<file path="config.mk">
export PLATFORM = sky130hd
export DESIGN_NAME = chsel_irq_ctrl
export DESIGN_NICKNAME = d
export VERILOG_FILES = /design/src/rtl/chsel_irq_pkg.sv /design/src/rtl/chsel_sync.sv /design/src/rtl/chsel_decode.sv /design/src/rtl/chsel_irq_merge.sv /design/src/rtl/chsel_irq_ctrl.sv
export SDC_FILE = /design/constraint.sdc
export NUM_CORES = 1
export LEC_CHECK = 0
export ABC_AREA = 1
export BUFFER_PORTS_ARGS = -buffer_cell sky130_fd_sc_hd__buf_2
export CAP_MARGIN = 20
export CORE_MARGIN = 5
export CORE_UTILIZATION = 25
export CTS_CLUSTER_SIZE = 25
export DETAILED_ROUTE_END_ITERATION = 12
export PLACE_DENSITY = 0.48
export SETUP_SLACK_MARGIN = 0.4
export SLEW_MARGIN = 20
export SYNTH_ARGS = -nofsm -noshare
export SYNTH_HDL_FRONTEND = slang
export SYNTH_SLANG_ARGS = --single-unit
</file>
<file path="constraint.sdc">
create_clock -name clk -period 1.1 [get_ports clk]
set_input_delay 0.055 -clock clk [delete_from_list [all_inputs] [get_ports clk]]
set_output_delay 0.055 -clock clk [all_outputs]
set_load 0.01 [all_outputs]
</file>
<file path="src/rtl/chsel_irq_pkg.sv">
package chsel_irq_pkg;
    // Control field layout inside the written byte
    localparam int CTL_W     = 4;   // stored control bits
    localparam int SEL_LSB   = 0;   // channel index field starts here
    localparam int EN_BIT    = 2;   // connect enable
    localparam int SPARE_BIT = 3;   // stored, no function
endpackage

</file>
<file path="src/rtl/chsel_sync.sv">
module chsel_sync #(
    parameter int W      = 4,
    parameter int STAGES = 2
) (
    input  logic         clk,
    input  logic         rst_n,
    input  logic [W-1:0] async_n_i,
    output logic [W-1:0] sync_n_o
);
    typedef struct packed {
        logic [STAGES-1:0][W-1:0] stg;
    } sync_t;

    sync_t sync_d, sync_q;

    always_comb begin
        sync_d = sync_q;
        sync_d.stg[0] = async_n_i;
        for (int s = 1; s < STAGES; s++) begin
            sync_d.stg[s] = sync_q.stg[s-1];
        end
    end

    always_ff @(posedge clk or negedge rst_n) begin
        if (!rst_n) begin
            sync_q <= '1;   // inactive level for active-low lines
        end else begin
            sync_q <= sync_d;
        end
    end

    assign sync_n_o = sync_q.stg[STAGES-1];
endmodule

</file>
<file path="src/rtl/chsel_decode.sv">
module chsel_decode #(
    parameter int N_CH  = 4,
    parameter int SEL_W = $clog2(N_CH)
) (
    input  logic             en_i,
    input  logic [SEL_W-1:0] sel_i,
    output logic [N_CH-1:0]  onehot_o
);
    for (genvar c = 0; c < N_CH; c++) begin : g_ch
        assign onehot_o[c] = en_i && (sel_i == SEL_W'(c));
    end
endmodule

</file>
<file path="src/rtl/chsel_irq_merge.sv">
module chsel_irq_merge #(
    parameter int N_CH = 4
) (
    input  logic [N_CH-1:0] irq_sync_n_i,
    output logic [N_CH-1:0] status_o,
    output logic            irq_n_o
);
    assign status_o = ~irq_sync_n_i;
    assign irq_n_o  = ~(|status_o);
endmodule

</file>
<file path="src/rtl/chsel_irq_ctrl.sv">
module chsel_irq_ctrl
    import chsel_irq_pkg::*;
#(
    parameter int N_CH        = 4,
    parameter int SYNC_STAGES = 2
) (
    input  logic                    clk,
    input  logic                    rst_n,
    input  logic                    wr_en,
    input  logic [CTL_W+N_CH-1:0]   wr_data,
    input  logic                    rd_en,
    output logic [CTL_W+N_CH-1:0]   rd_data,
    input  logic [N_CH-1:0]         irq_in_n,
    output logic [N_CH-1:0]         ch_en,
    output logic                    irq_out_n
);
    localparam int DATA_W = CTL_W + N_CH;
    localparam int SEL_W  = $clog2(N_CH);

    typedef struct packed {
        logic [CTL_W-1:0]  ctl;
        logic [DATA_W-1:0] rd;
    } ctrl_t;

    ctrl_t st_d, st_q;

    logic [N_CH-1:0] irq_sync_n;
    logic [N_CH-1:0] irq_status;

    chsel_sync #(
        .W      (N_CH),
        .STAGES (SYNC_STAGES)
    ) u_sync (
        .clk       (clk),
        .rst_n     (rst_n),
        .async_n_i (irq_in_n),
        .sync_n_o  (irq_sync_n)
    );

    chsel_irq_merge #(
        .N_CH (N_CH)
    ) u_merge (
        .irq_sync_n_i (irq_sync_n),
        .status_o     (irq_status),
        .irq_n_o      (irq_out_n)
    );

    chsel_decode #(
        .N_CH  (N_CH),
        .SEL_W (SEL_W)
    ) u_dec (
        .en_i     (st_q.ctl[EN_BIT]),
        .sel_i    (st_q.ctl[SEL_LSB +: SEL_W]),
        .onehot_o (ch_en)
    );

    always_comb begin
        st_d = st_q;
        if (wr_en) begin
            st_d.ctl = wr_data[CTL_W-1:0];     // upper bits discarded
        end
        if (rd_en) begin
            st_d.rd = {irq_status, st_q.ctl};  // pre-write control bits
        end
    end

    always_ff @(posedge clk or negedge rst_n) begin
        if (!rst_n) begin
            st_q <= '0;
        end else begin
            st_q <= st_d;
        end
    end

    assign rd_data = st_q.rd;
endmodule

</file>
### After elaboration in Yosys (flattened, before gate mapping)

Cells that the tools add are included.
Widths: inputs -> output; s select.

| word-level totals | value |
|---|---|
| register bits | 20 |
| latch bits | 0 |
| memory bits (writable) | 0 |
| memory bits (read-only) | 0 |
| word-level logic and storage cells | 15 |
| memories | 0 |

| cells by class | value |
|---|---|
| add/sub/neg operators | 0 |
| $mul | 0 |
| div/mod/pow operators | 0 |
| magnitude comparators | 0 |
| eq/ne operators | 3 |
| shifts and indexed selects | 0 |
| muxes and demuxes | 0 |
| bitwise gates (word level) | 2 |
| reduce and logical (&&, ||, !) cells | 6 |

Operators by type and width:

| kind | number |
|---|---|
| $eq 2x2->1 const B | 2 |
| $logic_and 1x1->1 | 4 |
| $not 4->4 | 1 |
| $reduce_or 4->1 | 1 |
| $eq 2x1->1 const B | 1 |
| $logic_not 2->1 | 1 |
| $not 1->1 | 1 |

### Depth between registers and ports, before layout

| logic depth | value |
|---|---|
| depth in word-level cells | 3 |
| depth in mapped cells | 4 |
| gate-level depth less buffers | 3 |

### Hierarchy

A second synthesis with hierarchy kept.

| second synthesis, totals | value |
|---|---|
| cell total of the unflattened synthesis | 82 |
| area total of the unflattened synthesis | 780.7 µm² |

By module, submodules not included:

| module | times used | cells each | area each (µm²) | seq. area each (µm²) |
|---|---|---|---|---|
| chsel_irq_ctrl | 1 | 59 | 514.2 | 300.3 |
| chsel_sync | 1 | 8 | 210.2 | 210.2 |
| chsel_decode | 1 | 8 | 30.0 | 0.0 |
| chsel_irq_merge | 1 | 7 | 26.3 | 0.0 |

### Worst setup path after synthesis

No wires, ideal clock.

| timing | value |
|---|---|
| path type | register -> output |
| start | register u_sync.sync_q (netlist bit u_sync.sync_n_o[1]) |
| end | output port irq_out_n |
| arrival | 724 ps |
| data required time | 1045 ps |
| slack | 321 ps |
| cell stages (with the launch flop) | 3 |
| path through | dfstp_2 nand2_1 nor2_1 |

| between the ends | value |
|---|---|
| word-level cells in the longest chain between the ends | 3 |

RTL lines:

| element | RTL line | RTL |
|---|---|---|
| start, declared | chsel_sync.sv:14 | `sync_t sync_d, sync_q;` |
| start signal, assigned | chsel_sync.sv:28 | `sync_q <= sync_d;` |
| $not 4->4 | chsel_irq_merge.sv:8 | `assign status_o = ~irq_sync_n_i;` |
| $reduce_or 4->1 | chsel_irq_merge.sv:9 | `assign irq_n_o = ~(\|status_o);` |
| $not 1->1 | chsel_irq_merge.sv:9 |  |
| end, declared | chsel_irq_ctrl.sv:15 | `output logic irq_out_n` |

Every way passes these cells.

### Final worst setup path

| timing | value |
|---|---|
| start | register u_sync.sync_q (netlist bit u_sync.sync_n_o[2]) |
| end | output port irq_out_n |

The elaborated chain is that of the path after synthesis.

==> summary.md <==
| Metric | Value |
|---|---|
| Status | `finished, violations left` |
| Failing checks | `negative setup slack` |
| Cells after Synth | `82` |
| Core footprint | `0.003028 mm^2` |
| Vias/cell | `3.591` |
| Synth Register Bits | `20` |
| Most common cell in the netlist | `nand2_1` |
| Async set-reset flop share out of synthesis | `1.000` |
| Top Ports | `29` |
| Cell variety after synth | `8` |
| Area Overhead vs Synth | `57.85%` |
| Fraction of layout cells with a size suffix above 1 | `0.5354` |
| Avg WL per Cell | `8.877 um` |
| Met1 wire length | `669 um` |
| Critical hold path startpoint | `wr_en` |
| Crit path kind | `flip-flop to primary output` |
| Antenna violations before repair | `0` |
| Worst hold path class | `input port to flip-flop` |
| Least-Margin Pin Slew | `0.4228 ns` |
| First drt pass iteration count | `3` |
| Final setup fails | `3` |
| Final Hold Vio Count | `0` |
| Clk buf depth | `2` |
| Floorplan row count | `20` |
| Post-synth top area cell | `dfrtp_1` |
| LEAKAGE | `0.6569 nW` |
| Placed inst area | `892.1 um^2` |
| Routability cong. | `0.6719` |
| Clock sink count | `20` |
| Comb pwr share | `0.178` |
| P_int | `0.001352 W` |
| Unrepaired setup endpoints after global routing | `yes` |
| Power density over the cells | `1415 mW/mm^2` |
| Initial core utilization | `0.2579` |
| Register area share after synthesis | `0.6538` |
| IO buf count | `24` |
| Maximum VDD drop | `408.0 uV` |
| Die Wd | `65.89 um` |
| Metal3 WL | `86 um` |
| Largest net degree at the start of global routing | `21` |
| Share of the synthesized area in the top cell type | `0.3846` |
| Antenna Diode Count | `0` |
| YS warnings | `0` |
| Max Cap Viol | `0` |
| CP Max Fanout | `2` |
| Die Height | `65.89 um` |
| Clock power share | `0.340` |
| Routed Antenna Nets | `0` |
| Post-synth EDFFs | `0` |
| Hpwl dp | `1034 um` |
| Top layer in use | `met4` |
| Setup WS post-layout | `-0.06636 ns` |
| Slew headroom | `0.7182` |
| Most common library cells after synthesis | `nand2_1 (40), dfrtp_1 (12), buf_4 (8), dfstp_2 (8), inv_1 (7)` |
| Full die area | `0.004341 mm^2` |
| Setup_tns | `-0.09921 ns` |
| Post-route cell area | `0.001232 mm^2` |
| DRT Wirelength | `1518 um` |
| Final slew viol count | `0` |
| Mean Syn Cell Area | `9.521 um^2` |
| Hold Crit Depth | `3` |
| Cells after DPL | `141` |
| Final net count | `144` |
| Post-Synthesis Net Count | `98` |
| CTS H-tree depth | `1` |
| Period minus WS final | `1.166 ns` |
| Global route overflow | `0` |
| All-Layer GR Usage | `0.08739` |
| TritonCTS buffer count | `3` |
| Crit path required time | `1.04 ns` |
| Period utilization | `1.060` |
| Startpoint of the worst register-to-register path | `u_sync.sync_n_o[1]` |
| Non-Filler Instances | `171` |
| Placement Setup Slack | `0.2482 ns` |
| WP data arrival | `1.11 ns` |
| DR vias | `614` |
| # DRC | `0` |
| Worst R2R Setup Slack | `0.24 ns` |
| Reg2reg end | `rd_data[5]` |
| CTS tree | `yes` |
| Mapped Area | `780.7 um^2` |
| Sw frac | `0.2249` |
| Crit path launch type | `flip-flop` |
| Share of power burned in registers | `0.482` |
| Top FF cell, synth | `dfrtp_1` |
| WL met2 | `735 um` |
| CTS Root Buffer Type | `clkbuf_4` |
| Worst-path clk slew | `0.12 ns` |
| Clk_skew | `0.004646 ns` |
| Net Switching | `0.0003922 W` |
| Reg2Reg Depth | `4` |
| Hold Path End | `st_q[8]` |
| Vias in the first global route | `702` |
| Fmax | `857.4 MHz` |
| Worst skew pair latency | `0.30 ns` |
| First-pass GRT wire length | `2932 um` |
| 1st-iter DRT viols | `21` |
| Top post-synthesis cells by area | `dfrtp_1 (38%), dfstp_2 (27%), nand2_1 (19%), buf_4 (7.7%), inv_1 (3.4%)` |
| Crit end category | `primary output` |
==> cells in the final DEF (no fill, tap or decap), drive strengths merged <==
cell and count:
buf 39, bufinv 1, clkbuf 3, dfrtp 12
dfstp 8, dlygate4sd3 11, inv 8, nand2 40
nor2 5
==> metrics by stage <==
step	total power (W)	utilization	hold slack, ns
detailed placement	0.001021	0.2946	0.02096
global route	0.001850	0.4070	0.01024
floorplan	0.0009724	-	-0.2406
CTS	0.001702	0.3723	0.002487
global placement	0.001013	0.2946	0.009341
finish	0.001744	0.4070	0.01234
==> cell families after synthesis <==
family / count (synthesis) / share of synthesized area
and+or+nand+nor: 45 / 0.2163
DFF: 20 / 0.6538
buffers and inverters: 17 / 0.1298
==> power groups by stage <==
stage               clock, W  combinational (W)  sequential [W]
floorplan                  0           0.000129        0.000843
global placement           0           0.000164        0.000849
detailed placement         0           0.000169        0.000853
CTS                 0.000618           0.000248        0.000836
global route        0.000647           0.000353        0.000850
finish              0.000593           0.000310        0.000841
==> per-layer routing <==
layer,GRT usage,vias up
met1,0.09609,275
met3,0.01361,2
met2,0.1514,14
met5,0,-
li1,-,323
met4,0.06218,0
==> final cells by class <==
cell class	instances	area, um^2
repair buffers	50	382.9
fillers	318	1795
clock inverters	1	30.03
multi-input cells	45	201.4
flip-flops and latches	20	510.5
clock buffers	3	22.52
inverters	8	30.03
well taps	44	55.05
==> flip-flops by register name, summed over array words and instances (netlist names) <==
signal and count:
u_sync.sync_d 4, st_q 4, rd_data 8, u_sync.sync_n_o 4
==> critical path, stage by stage (launching register included) <==
cell and delay, ns:
dfstp_2 0.55, nand2_2 0.05, nor2_2 0.09, buf_2 0.13
==> worst max path at each step <==
stage,start,cells after the start,endpoint
CTS,u_sync.sync_n_o[2],3,irq_out_n
detailed placement,u_sync.sync_n_o[1],3,irq_out_n
finish,u_sync.sync_n_o[2],3,irq_out_n
floorplan,u_sync.sync_n_o[1],2,irq_out_n
global placement,u_sync.sync_n_o[1],3,irq_out_n
global route,u_sync.sync_n_o[2],3,irq_out_n
==> repair_timing <==
action,4_1_cts,5_1_grt
pin swaps,3,6
endpoints found under the setup margin,17,23
buffers inserted,9,6
resized for setup,3,20
hold buffers,11,0
endpoints found under the hold margin,27,0
No activity file was read; power rests on OpenSTA's default activity.
